$ cat src/rtl/rcfi_pkg.sv
package rcfi_pkg;
   typedef enum logic [1:0] {
      ST_RUN   = 2'd0,
      ST_READ  = 2'd1,
      ST_WRITE = 2'd2
   } rcfi_phase_e;
endpackage

$ cat src/rtl/rcfi_stage.sv
module rcfi_stage #(
   parameter int W = 32
) (
   input  logic         clk,
   input  logic         rst_n,
   input  logic         en_i,
   input  logic         func_sel_i,
   input  logic [W-1:0] func_d_i,
   input  logic [W-1:0] chain_d_i,
   output logic [W-1:0] q_o
);
   always_ff @(posedge clk or negedge rst_n) begin
      if (!rst_n) begin
         q_o <= '0;
      end else if (en_i) begin
         q_o <= func_sel_i ? func_d_i : chain_d_i;
      end
   end
endmodule

$ cat src/rtl/rcfi_target_next.sv
module rcfi_target_next #(
   parameter int W   = 32,
   parameter int NW  = 4,
   parameter int REM = 32
) (
   input  logic [W-1:0] cur_i [NW],
   output logic [W-1:0] nxt_o [NW]
);
   localparam logic [W-1:0] LAST_MASK = {W{1'b1}} >> (W - REM);

   for (genvar i = 0; i < NW; i++) begin : g_word
      if (i == NW - 1 && REM != W) begin : g_pad
         assign nxt_o[i] = (cur_i[i] + W'(i + 1)) & LAST_MASK;
      end else begin : g_full
         assign nxt_o[i] = cur_i[i] + W'(i + 1);
      end
   end
endmodule

$ cat src/rtl/rcfi_ctrl.sv
module rcfi_ctrl
   import rcfi_pkg::*;
#(
   parameter int NW = 4
) (
   input  logic        clk,
   input  logic        rst_n,
   input  logic        func_en_i,
   input  logic        start_i,
   input  logic        abort_i,
   input  logic        wr_valid_i,
   output rcfi_phase_e phase_o,
   output logic        stage_en_o,
   output logic        func_sel_o,
   output logic        first_wr_o,
   output logic        done_o
);
   localparam int CW = (NW > 1) ? $clog2(NW) : 1;
   localparam logic [CW-1:0] LASTC = CW'(NW - 1);

   rcfi_phase_e   phase;
   logic [CW-1:0] cnt;

   always_ff @(posedge clk or negedge rst_n) begin
      if (!rst_n) begin
         phase  <= ST_RUN;
         cnt    <= '0;
         done_o <= 1'b0;
      end else begin
         done_o <= 1'b0;
         case (phase)
            ST_RUN: begin
               if (start_i) begin
                  phase <= ST_READ;
                  cnt   <= '0;
               end
            end
            ST_READ: begin
               if (cnt == LASTC) begin
                  phase <= ST_WRITE;
                  cnt   <= '0;
               end else begin
                  cnt <= cnt + 1'b1;
               end
            end
            ST_WRITE: begin
               if (wr_valid_i) begin
                  if (cnt == LASTC) begin
                     phase  <= ST_RUN;
                     cnt    <= '0;
                     done_o <= 1'b1;
                  end else begin
                     cnt <= cnt + 1'b1;
                  end
               end else if (abort_i && cnt == '0) begin
                  phase <= ST_RUN;
               end
            end
            default: phase <= ST_RUN;
         endcase
      end
   end

   assign phase_o    = phase;
   assign func_sel_o = (phase == ST_RUN);
   assign first_wr_o = (phase == ST_WRITE) && (cnt == '0);
   always_comb begin
      case (phase)
         ST_RUN:  stage_en_o = func_en_i;
         ST_READ: stage_en_o = 1'b1;
         default: stage_en_o = wr_valid_i;
      endcase
   end
endmodule

$ cat src/rtl/rcfi_top.sv
module rcfi_top
   import rcfi_pkg::*;
#(
   parameter int NUM_FF = 100,
   parameter int WORD_W = 32
) (
   input  logic              clk,
   input  logic              rst_n,
   input  logic              func_en_i,
   input  logic              start_i,
   input  logic              abort_i,
   input  logic              wr_valid_i,
   input  logic [WORD_W-1:0] wr_word_i,
   output logic              rd_valid_o,
   output logic [WORD_W-1:0] rd_word_o,
   output logic              shift_mode_o,
   output logic              done_o,
   output logic [NUM_FF-1:0] state_o
);
   localparam int NW  = (NUM_FF + WORD_W - 1) / WORD_W;
   localparam int REM = NUM_FF - (NW - 1) * WORD_W;
   localparam logic [WORD_W-1:0] LAST_MASK = {WORD_W{1'b1}} >> (WORD_W - REM);

   if (WORD_W < 1 || NUM_FF < 1) begin : g_param_bad
      $error("rcfi_top: NUM_FF and WORD_W must be positive");
   end

   rcfi_phase_e       phase;
   logic              stage_en, func_sel, first_wr;
   logic [WORD_W-1:0] q   [NW];
   logic [WORD_W-1:0] nxt [NW];
   logic [WORD_W-1:0] wr_fix;
   logic [NW*WORD_W-1:0] flat;

   rcfi_ctrl #(.NW(NW)) u_ctrl (
      .clk        (clk),
      .rst_n      (rst_n),
      .func_en_i  (func_en_i),
      .start_i    (start_i),
      .abort_i    (abort_i),
      .wr_valid_i (wr_valid_i),
      .phase_o    (phase),
      .stage_en_o (stage_en),
      .func_sel_o (func_sel),
      .first_wr_o (first_wr),
      .done_o     (done_o)
   );

   rcfi_target_next #(.W(WORD_W), .NW(NW), .REM(REM)) u_next (
      .cur_i (q),
      .nxt_o (nxt)
   );

   // first word written lands in the top word: strip its pad bits
   if (REM == WORD_W) begin : g_nopad
      assign wr_fix = wr_word_i;
      logic unused_first;
      assign unused_first = first_wr;
   end else begin : g_pad
      assign wr_fix = first_wr ? (wr_word_i & LAST_MASK) : wr_word_i;
   end

   for (genvar i = 0; i < NW; i++) begin : g_st
      logic [WORD_W-1:0] link;
      if (i == 0) begin : g_head
         assign link = (phase == ST_WRITE) ? wr_fix : q[NW-1];
      end else begin : g_body
         assign link = q[i-1];
      end
      rcfi_stage #(.W(WORD_W)) u_stage (
         .clk        (clk),
         .rst_n      (rst_n),
         .en_i       (stage_en),
         .func_sel_i (func_sel),
         .func_d_i   (nxt[i]),
         .chain_d_i  (link),
         .q_o        (q[i])
      );
      assign flat[i*WORD_W +: WORD_W] = q[i];
   end

   assign state_o      = flat[NUM_FF-1:0];
   assign rd_word_o    = q[NW-1];
   assign rd_valid_o   = (phase == ST_READ);
   assign shift_mode_o = (phase != ST_RUN);
endmodule

$ cat config.mk
export PLATFORM = sky130hd
export DESIGN_NAME = rcfi_top
export DESIGN_NICKNAME = d
export VERILOG_FILES = /design/src/rtl/rcfi_pkg.sv /design/src/rtl/rcfi_stage.sv /design/src/rtl/rcfi_target_next.sv /design/src/rtl/rcfi_ctrl.sv /design/src/rtl/rcfi_top.sv
export SDC_FILE = /design/constraint.sdc
export NUM_CORES = 1
export LEC_CHECK = 0
export CORE_UTILIZATION = 40
export DETAILED_ROUTE_END_ITERATION = 16
export DONT_BUFFER_PORTS = 1
export PLACE_DENSITY = 0.65
export SETUP_SLACK_MARGIN = 0.1
export SLEW_MARGIN = 20
export SYNTH_ARGS = -nofsm -noshare
export SYNTH_HDL_FRONTEND = slang
export SYNTH_SLANG_ARGS = --single-unit
$ cat constraint.sdc
create_clock -name clk -period 5 [get_ports clk]
set_input_delay 0.5 -clock clk [delete_from_list [all_inputs] [get_ports clk]]
set_output_delay 0.5 -clock clk [all_outputs]
set_load 0.02 [all_outputs]
==> out/qor.yml <==
total_switching_power_mw: 4.21
synthesis.yosys.warnings: 0
clk_pin_slew_worst_paths_ns: 0.06
ys_top_cells_by_area: "sky130_fd_sc_hd__dfrtp_1, sky130_fd_sc_hd__nand2_1, sky130_fd_sc_hd__mux2i_1, sky130_fd_sc_hd__o22ai_1, sky130_fd_sc_hd__nand3_1"
cts_tree: "built"
power.ir.vdd_worst_v: 0.000432
critPathSlowestCell: "sky130_fd_sc_hd__a211o_4"
cts_inserted_buffers: 17
post_cts_resize_count: 0
root_buffer: "sky130_fd_sc_hd__clkbuf_16"
cellInternalPower_mw: 3.79
worst-path-max-fanout: 89
synth_nets: 1022
numPortBuffers: 0
die_span_in_y_um: 145
avgRoutedWirePerCell_um: 22.2
fmax_mhz: 345
multi_input_comb_area_sq_um: 4420
synth_seq_cells: 133
placementRows: 52
worst_r2r_path_depth: 8
grt_antenna_before_repair: 0
fin_crit_ns: 2.90
hold_slack_ns: -0.0618
finalNetCount: 974
drt-initial-drc-count: 887
ys_dominant_reg_cell: "sky130_fd_sc_hd__dfrtp_1"
status: "complete, but fails checks"
drt.antenna.violating_nets: 0
globalRouteTotalUtil: 0.257
fraction_of_layout_cells_with_a_size_suffix_above_1: 0.0832
routed_wirelength_mm: 26.9
seq_power_share: 0.424
global_route.overflow_total: 0
grt_first_pass_wirelength_mm: 42.2
failed_checks: "hold timing"
slew_headroom: 0.415
die-area_sq_um: 21100
worstSetupPathType: "reg2reg"
worst_path_largest_cell_delay_ns: 0.73
finalCritPeriodShare: 0.579
clock_power_share: 0.186
drv.max_cap_violation_count: 0
fillerInstances: 1966
setup-violations-final: 0
groute.layer.met1.usage: 0.373
route.detailed.vias_per_inst: 6.27
worst_ep_arrival_time_ns: 3.25
cp_top_family: "compound AO/OA/AOI/OAI gates"
powerDensity_nw_per_um2: 884
drt_pre_antenna_iters: 7
netlist-cell-type-count: 76
synthCells: 973
synth_top_area_share: 0.405
critical_path.n_buffers_inverters: 2
r2r_slack_ns: 2.10
clk-insertion-delay-late_ns: 0.44
tns_ns: 0
timing.final.hold_violations: 7
netSwitchingFraction: 0.526
routed-via-count: 7572
cts.sinks: 133
grt_most_used_layer: "met1"
reg_to_reg_critical_path_endpoint: "g_st[1].u_stage.q_o[3]$_DFFE_PN0P_"
report.final.slew_viol_count: 0
crit-reg2reg-launch: "u_ctrl.phase_o[0]$_DFFE_PN0P_"
unrepaired_setup_endpoints_after_global_routing: "no"
total_leakage_power_nw: 3.62
htree_num_levels: 4
layout-area-overhead-vs-synth_pct: 10.1
post_synth_edffs: 0
syn-mean-instance-area_sq_um: 8.44
final_cell_area_sq_um: 9050
top_level_ports: 173
first_global_vias: 6895
combPwrFrac: 0.390
grt_max_degree: 134
number_of_diodes_added_for_antenna_fixing: 0
postSynth.asyncResetShare: 1.00
placed_cell_area_sq_um: 8330
cp-start-kind: "register"
worstMarginPinSlew_ns: 0.877
floorplan.die.width_um: 145
final-seq-area_sq_um: 3330
drt_drc_violations_left: 0
cts_max_path_buffers: 2
post-cts-setup-buffers: 0
cp.required_ns: 5.35
crit_path_cell_trace: "inv_1, ha_4, nor2b_1, a211o_4, buf_4, nand2_1, mux2_2, o21ai_0"
worstHoldPathType: "in2async"
cts_hold_buf: 1
worst_setup_path_end_kind: "register"
gpl.final_weighted_congestion: 0.812
power_mw: 8.00
met3_usage: 0.0959
hpwl_mm: 18.0
global_route.usage.met2: 0.348
post-synth-top-area-cell: "sky130_fd_sc_hd__dfrtp_1"
fin_worst_skew_ns: 0.0151
seq_area_frac_synth: 0.405
core-area_sq_um: 20200
start_util: 0.407
syn_area_sq_um: 8210
==> per-layer routing <==
| layer | part of all wire | up-vias |
|---|---|---|
| met5 | 0 | - |
| met4 | 0.018 | 0 |
| met3 | 0.12 | 34 |
| met2 | 0.43 | 341 |
| met1 | 0.44 | 3673 |
| li1 | - | 3524 |
==> power by group through the flow <==
stage	logic [mW]	registers, mW	clock network, mW
floorplan	2.60	2.83	0
finish	3.12	3.39	1.49
detailed placement	3.07	3.37	0
global placement	3.01	3.37	0
CTS	3.11	3.36	1.49
global route	3.51	3.48	1.54
==> state kept, by name, indices dropped and copies added, names as in the netlist <==
signal            count
u_ctrl.done_o         1
u_ctrl.cnt            2
g_st.u_stage.q_o    128
u_ctrl.phase_o        2
==> layout make-up <==
type | instances | area share
clock inverter | 9 | 0.0216
timing repair buffer | 11 | 0.0127
inverter | 42 | 0.0174
tap | 270 | 0.0373
sequential | 133 | 0.368
clock buffer | 23 | 0.0539
multi-input combinational | 720 | 0.489
==> worst register-to-register path: stages, from the launching register on <==
cell and delay (ns):
sky130_fd_sc_hd__dfrtp_1 0.44, sky130_fd_sc_hd__inv_1 0.14, sky130_fd_sc_hd__ha_4 0.31, sky130_fd_sc_hd__nor2b_1 0.33, sky130_fd_sc_hd__a211o_4 0.73, sky130_fd_sc_hd__buf_4 0.39
sky130_fd_sc_hd__nand2_1 0.08, sky130_fd_sc_hd__mux2_2 0.25, sky130_fd_sc_hd__o21ai_0 0.15
==> worst max path at each step <==
stage                             startpoint                                  end  cells after the start
6_report       u_ctrl.phase_o[0]$_DFFE_PN0P_   g_st[1].u_stage.q_o[3]$_DFFE_PN0P_                      8
5_1_grt        u_ctrl.phase_o[0]$_DFFE_PN0P_  g_st[0].u_stage.q_o[24]$_DFFE_PN0P_                      8
4_1_cts        u_ctrl.phase_o[0]$_DFFE_PN0P_   g_st[1].u_stage.q_o[3]$_DFFE_PN0P_                      8
3_5_place_dp   u_ctrl.phase_o[0]$_DFFE_PN0P_   g_st[1].u_stage.q_o[3]$_DFFE_PN0P_                      8
3_3_place_gp   u_ctrl.phase_o[0]$_DFFE_PN0P_  g_st[1].u_stage.q_o[31]$_DFFE_PN0P_                      9
2_1_floorplan  u_ctrl.phase_o[0]$_DFFE_PN0P_                         shift_mode_o                      6
==> layout by cell type (no fill, tap or decap), drive strengths merged, types with 12 or more instances in the layout <==
cell type  count
mux2i         43
nand3         78
and3          14
clkbuf        23
nand2        117
nor3          16
nor2          46
dfrtp        133
o21ai         76
a22oi         22
inv           42
or3           12
a21oi         72
nand4         32
o22ai         67
==> per-stage QoR <==
step,std cells,hold slack (ns),util,worst slack [ns]
floorplan,973,0.204,-,2.92
global placement,1175,0.213,0.413,2.19
detailed placement,1175,0.212,0.413,2.09
CTS,1208,0.0983,0.448,2.08
global route,1208,0.102,0.449,1.85
finish,1208,-0.0618,0.449,2.10
==> synthesized netlist by cell type, drive strengths merged (3+ instances only) <==
master and number:
a21oi 72, a221o 11, a22oi 22, a31oi 8
and2 5, and3 14, and4 9, buf 37
clkbuf 41, dfrtp 133, ha 11, inv 42
mux2 4, mux2i 43, nand2 117, nand2b 4
nand3 78, nand3b 3, nand4 32, nor2 46
nor3 16, nor4 11, nor4b 3, o21ai 76
o22a 4, o22ai 67, o2bb2a 3, o31ai 3
or2 5, or3 12, or4 8
==> cell families after synthesis <==
kind of cell	synth area share
AO/OA/AOI/OAI	0.221
AND/OR/NAND/NOR	0.239
buffers and inverters	0.0609
flip-flops	0.405
multiplexers	0.0579
adder cells (fa/ha/maj)	0.0168
Note: power is estimated with default switching activity, not from simulation.
